**src/rtl/cyclic_digit_acc.sv**
```systemverilog
module cyclic_digit_acc #(
  parameter int NBITS = 10,
  parameter int IW = $clog2(NBITS + 2)
) (
  input  logic             clk,
  input  logic             rst_n,
  input  logic             cap_en,
  input  logic [IW-1:0]    cyc_idx,
  input  logic             cmp_hi,
  input  logic             cmp_lo,
  output logic [1:0]       ref_sel,
  output logic [NBITS-1:0] code,
  output logic             code_vld,
  output logic             cmp_fault
);
  localparam int ACCW = NBITS + 2;
  localparam logic signed [ACCW-1:0] MID = ACCW'(2 ** (NBITS - 1));
  localparam logic signed [ACCW-1:0] TOP = ACCW'(2 ** NBITS - 1);
  localparam logic [IW-1:0] LAST = IW'(NBITS);
  localparam logic [IW-1:0] FIN  = IW'(NBITS + 1);

  logic signed [ACCW-1:0] acc, wgt, term, biased;

  wire [1:0] cmp     = {cmp_hi, cmp_lo};
  wire       up      = (cmp == 2'b11);
  wire       dn      = (cmp == 2'b00);
  wire       bad     = (cmp == 2'b10);
  wire       first   = (cyc_idx == IW'(1));
  wire       dig_cyc = cap_en && (cyc_idx != '0) && (cyc_idx <= LAST);
  wire       fin_cyc = cap_en && (cyc_idx == FIN);

  assign ref_sel = dig_cyc ? {dn, up} : 2'b00;
  assign wgt     = ACCW'(1) << (LAST - cyc_idx);
  assign biased  = acc + MID;

  always_comb begin
    term = '0;
    if (up)      term = first ? wgt : -wgt;
    else if (dn) term = first ? -wgt : wgt;
  end

  always_ff @(posedge clk or negedge rst_n) begin
    if (!rst_n) begin
      acc       <= '0;
      code      <= '0;
      code_vld  <= 1'b0;
      cmp_fault <= 1'b0;
    end else begin
      if (dig_cyc) acc <= first ? term : acc + term;
      if (dig_cyc && bad) cmp_fault <= 1'b1;
      if (fin_cyc) begin
        code_vld <= 1'b1;
        if (biased < 0)        code <= '0;
        else if (biased > TOP) code <= '1;
        else                   code <= biased[NBITS-1:0];
      end
    end
  end
endmodule

```
**config.mk**
```make
export PLATFORM = sky130hd
export DESIGN_NAME = cyclic_digit_acc
export DESIGN_NICKNAME = d
export VERILOG_FILES = /design/src/rtl/cyclic_digit_acc.sv
export SDC_FILE = /design/constraint.sdc
export NUM_CORES = 1
export LEC_CHECK = 0
export BUFFER_PORTS_ARGS = -buffer_cell sky130_fd_sc_hd__buf_2
export CORE_MARGIN = 3
export CORE_UTILIZATION = 50
export DETAILED_ROUTE_END_ITERATION = 16
export GPL_TIMING_DRIVEN = 0
export PLACE_DENSITY = 0.7
export SYNTH_ARGS = -nofsm -noshare
export SYNTH_HDL_FRONTEND = slang
export SYNTH_SLANG_ARGS = --single-unit
export TNS_END_PERCENT = 30
```
**constraint.sdc**
```tcl
create_clock -name clk -period 3 [get_ports clk]
set_input_delay 0.3 -clock clk [delete_from_list [all_inputs] [get_ports clk]]
set_output_delay 0.3 -clock clk [all_outputs]
set_load 0.02 [all_outputs]
```
* Word-level counts from Yosys, hierarchy flattened
Index checks and enable logic that the tools add are counted. W data, S select, Z words.
Storage, ports and cells: register bits 24, bits in latches 0, RAM bits 0, ROM bits 0, input bits 9, output and inout port bits 14, logic and storage cells 30, memories kept 0
Operators by class: $add $sub $neg 4, $mul 0, div/mod/pow operators 0, $lt $le $gt $ge 3, equality and inequality tests 4, shift-type cells 1, muxes and demuxes 8, bitwise operators 0, reductions and logical operators 6
Operators by type and width (number):
- $mux W12 | 5
- $mux W10 | 2
- $add A12 B11 Y12 const B | 1
- $add A12 B12 Y12 | 1
- $gt A12 B11 Y1 const B | 1
- $lt A12 B1 Y1 const B | 1
- $neg A12 Y12 | 1
- $shl A1 B4 Y12 const A | 1
- $eq A2 B2 Y1 const B | 2
- $eq A4 B1 Y1 const B | 1
- $eq A4 B4 Y1 const B | 1
- $le A4 B4 Y1 const B | 1
- $logic_and A1 B1 Y1 | 4
- $reduce_bool A4 Y1 | 1
- $sub A4 B4 Y4 const A | 1
- $logic_not A2 Y1 | 1
- $mux W2 | 1

* Depth between registers and ports, before layout
depth in word-level cells 8, depth in mapped cells 13, mapped depth without buffers 13

* Least setup slack after synthesis
Ideal clock, no wire load.
path kind in2reg, start point in cyc_idx[2], end point reg acc[11], library setup time 0.126 ns, data arrival time 2.631 ns, required time 2.874 ns, path slack 0.243 ns, cell stages on the path 10, buffers on the path 1, path through clkbuf_1 > nor2b_1 > a21oi_1 > o21ai_0 > ha_1 > a211o_1 > o2111a_2 > o41ai_4 > mux2i_1 > nand3_2
Between the ends: word-level cells in the longest chain between the ends 8, elaborated cells on any way between the ends 14, those cells by class 3 x add/sub; 1 x order compare; 1 x eq/ne; 1 x shift; 5 x mux; 3 x reduce/logical
RTL lines:
- start, declared | RTL line 8 | input logic [IW-1:0] cyc_idx,
- $sub A4 B4 Y4 | RTL line 33 | assign wgt = ACCW'(1) << (LAST - cyc_idx);
- $shl A1 B4 Y12 | RTL line 33
- $neg A12 Y12 | RTL line 38, 39
- $mux W12 (2 in a row) | RTL line 39 | else if (dn) term = first ? -wgt : wgt;
- $mux W12 | RTL line 38 | if (up) term = first ? wgt : -wgt;
- $add A12 B12 Y12 | RTL line 49 | if (dig_cyc) acc <= first ? term : acc + term;
- $mux W12 | RTL line 49
- end signal, assigned | RTL line 49
- end, declared | RTL line 22 | logic signed [ACCW-1:0] acc, wgt, term, biased;
Parallel ways exist; a longest one is shown, timed or not. A chain may end at the register's enable or synchronous reset.

* Final worst setup path
start point in cyc_idx[0], end point reg acc[11]
Same word-level chain as after synthesis.

==> key figures <==
Outcome
  • Status: finished clean

Timing
  • Max-slew violations: 0
  • Fmax: between 0.3 and 0.4 GHz
  • Fin. Hold Viols: 0
  • Rel. slew slack: 0.407
  • Period minus WS final: around 2800 ps
  • Setup TNS: 0 ps
  • Fin crit share: 0.942
  • Setup WS post-layout: 173 ps
  • Worst clock skew: 1.04 ps
  • RSZ-0062 raised after global routing: yes
  • Slew of the pin with the lowest slew margin: 882 ps
  • Final setup vio count: 0

Logic synthesis
  • Synthesized area: 1890 µm²
  • Post-synth EDFFs: 0
  • Prevailing post-synth register cell: dfrtp_1
  • Mapped Nets: ~260
  • Asr flop ratio synth: 1.00
  • Syn_area_per_cell: just over 8 µm²
  • Synth warn: 0
  • Top-area cell type share of the netlist area: 0.318
  • Yosys top cell by area: dfrtp_1
  • Top cells by area, synth: dfrtp_1 (32%), o21ai_0 (10%), ha_1 (9.3%)
  • Syn Inst Count: approximately 230
  • Netlist cell types: 48
  • Synthesis-stage register bit count: 24
  • Seq/Total Area, Yosys: 0.318

Clock tree
  • Clock Path Buffers: 2
  • Setup Buffers After CTS: 0
  • Num CTS Buffers: 3
  • CTS tree: built
  • Resized Gates After CTS: 0
  • Root Driver: clkbuf_8
  • Clock transition at path regs: 80 ps
  • Latest clock arrival within the worst-skew pair: between 200 and 300 ps
  • Hold_buf cts: 0
  • # clock sinks: 24
  • CTS H-tree depth: 1

Critical path
  • RR Startpoint: acc[0]
  • CP Max Fanout: 10
  • Crit path DAT: 2980 ps
  • Critical Path RT: 3150 ps
  • CP Capture Type: flip-flop
  • Critical path type: in2reg
  • Setup crit start: cyc_idx[0]
  • CP startpoint kind: input pin

Placement
  • Placed insts: 299
  • Dpl cell area: 2050 µm²
  • Port Buffers: 21
  • Pre-CTS setup slack: -185 ps
  • Routability cong.: roughly 0.88
  • Post-DP HPWL: about 3300 µm

Routing
  • Post-Route WL: 4190 µm
  • Vias per cell: between 5 and 6
  • Routed wire per std cell: 13.9 µm
  • Via count: approximately 1700
  • Starting DRT DRC Count: 97
  • Residual DRC: 0
  • DRT antenna net count: 0
  • Drt pass-1 iters: 4

Finish
  • Non-Filler Instances: 301
  • Nets@finish: 280
  • Number of diodes: 0
  • Most frequent cells in the layout: o21ai_0 (38), nand2_1 (33), buf_2 (24), dfrtp_1 (24), nor2_1 (23)
  • Fill count: roughly 330
  • Share of cells above drive strength 1: 0.169
  • Fin area: 2110 µm²
  • Most common cell after layout, fill and taps aside: o21ai_0
  • Layout area overhead: 11.7%

Floorplanning
  • Row Count: 21
  • Starting Density: 0.541
  • Ports: 23
  • DIE AREA: 4550 µm²
  • Die Wd: 67.5 µm
  • Core area: roughly 3500 µm²
  • Die H: between 60 and 70 µm

GRT
  • First-pass GRT wire length: 7010 µm
  • Vias in the first global route: 1581
  • Largest net degree at the start of global routing: 25
  • Grt total ovfl: 0
  • GR met2 Demand/Resource: 0.324
  • Initial antenna violation count: 0
  • Grt met1 use: 0.268
  • Tot GR Track Use: 0.200
  • M3 GR Usage: 0.0266
  • GR peak layer: met2

Job
  • Max-Cap Viols: 0

Pwr
  • Pwr dens: 693 nW/µm²
  • Worst vdd ir: around 0.33 mV
  • LEAKAGE: between 1 and 1.5 nW

Min path
  • Type of the worst min-delay path: in2async
[routing by layer]
layer	wire length (µm)	vias to the layer above
li1	-	887
met1	2000	801
met2	1950	38
met3	153	9
met4	93	0
met5	0	-
[Yosys cell counts (2+ instances only)]
library cell,number
o21ai_0,38
nand3_1,3
o31ai_1,3
inv_1,6
nor3_1,6
dfrtp_1,24
o21bai_1,2
o211ai_1,3
ha_1,14
or2_2,2
nand4_1,2
a21o_1,2
o22ai_1,2
clkbuf_1,6
a22o_1,4
nor2_1,23
buf_2,3
a21oi_1,15
a22oi_1,3
nand2_1,33
and2_1,2
xnor2_1,5
xor2_1,3
nand2b_1,4
[metrics by stage]
| step | hold WS, ps | power [W] | util |
|---|---|---|---|
| final | 7.30 | 0.00146 | 0.604 |
| after global routing | 39.8 | 0.00161 | 0.604 |
| after CTS | 18.0 | 0.00147 | 0.603 |
| after detailed placement | 312 | 0.00125 | 0.588 |
| after global placement | 308 | 0.00123 | 0.588 |
| after floorplan | 4.41 | 0.00106 | - |
[power by group]
part           switching, W  leakage, nW  internal [W]
clock              0.000103       0.0288      0.000117
sequential        0.0000909        0.301      0.000439
combinational      0.000424        0.675      0.000291
total              0.000617         1.00      0.000847
[cell type report]
| cell class | count | area [µm²] | area share |
|---|---|---|---|
| multi-input combinational | 191 | 1230 | 0.582 |
| tap | 46 | 57.6 | 0.0273 |
| inverter | 6 | 22.5 | 0.0107 |
| timing repair buffer | 21 | 105 | 0.0498 |
| sequential | 24 | 601 | 0.284 |
| buffer | 9 | 41.3 | 0.0195 |
| clock buffer | 4 | 55.1 | 0.0261 |
[cell families after synthesis]
family,count (synthesis),share of synthesized area
multiplexers,3,0.0192
flip-flops,24,0.318
XOR/XNOR,8,0.0371
buffers and inverters,17,0.0377
AO/OA/AOI/OAI,82,0.281
AND/OR/NAND/NOR,83,0.204
adder cells (fa/ha/maj),15,0.103
[worst max-delay path, cell delays in order]
cell	delay, ps
buf_2	110
clkbuf_1	350
nor2_1	150
a22oi_1	210
nor2_1	100
ha_1	320
a211oi_2	220
o21bai_1	140
o2111a_2	330
o41ai_4	370
mux2i_1	280
nand3_2	90
[state kept, by name, summed over array words and instances, names as in the netlist]
| register | flops |
|---|---|
| cmp_fault | 1 |
| acc | 12 |
| code_vld | 1 |
| code | 10 |
[worst paths after layout]
path                                  end  slack [ps]  cells after the start
worst min register to register    code[0]         480                      2
max in group asynchronous         code[0]        2640                      1
min in group clk                cmp_fault         340                      3
worst max-delay path              acc[11]         170                     12
worst max register to register    acc[10]         680                      8
worst min-delay path              code[8]           7                      1
Power figures use the tool's default switching activity.
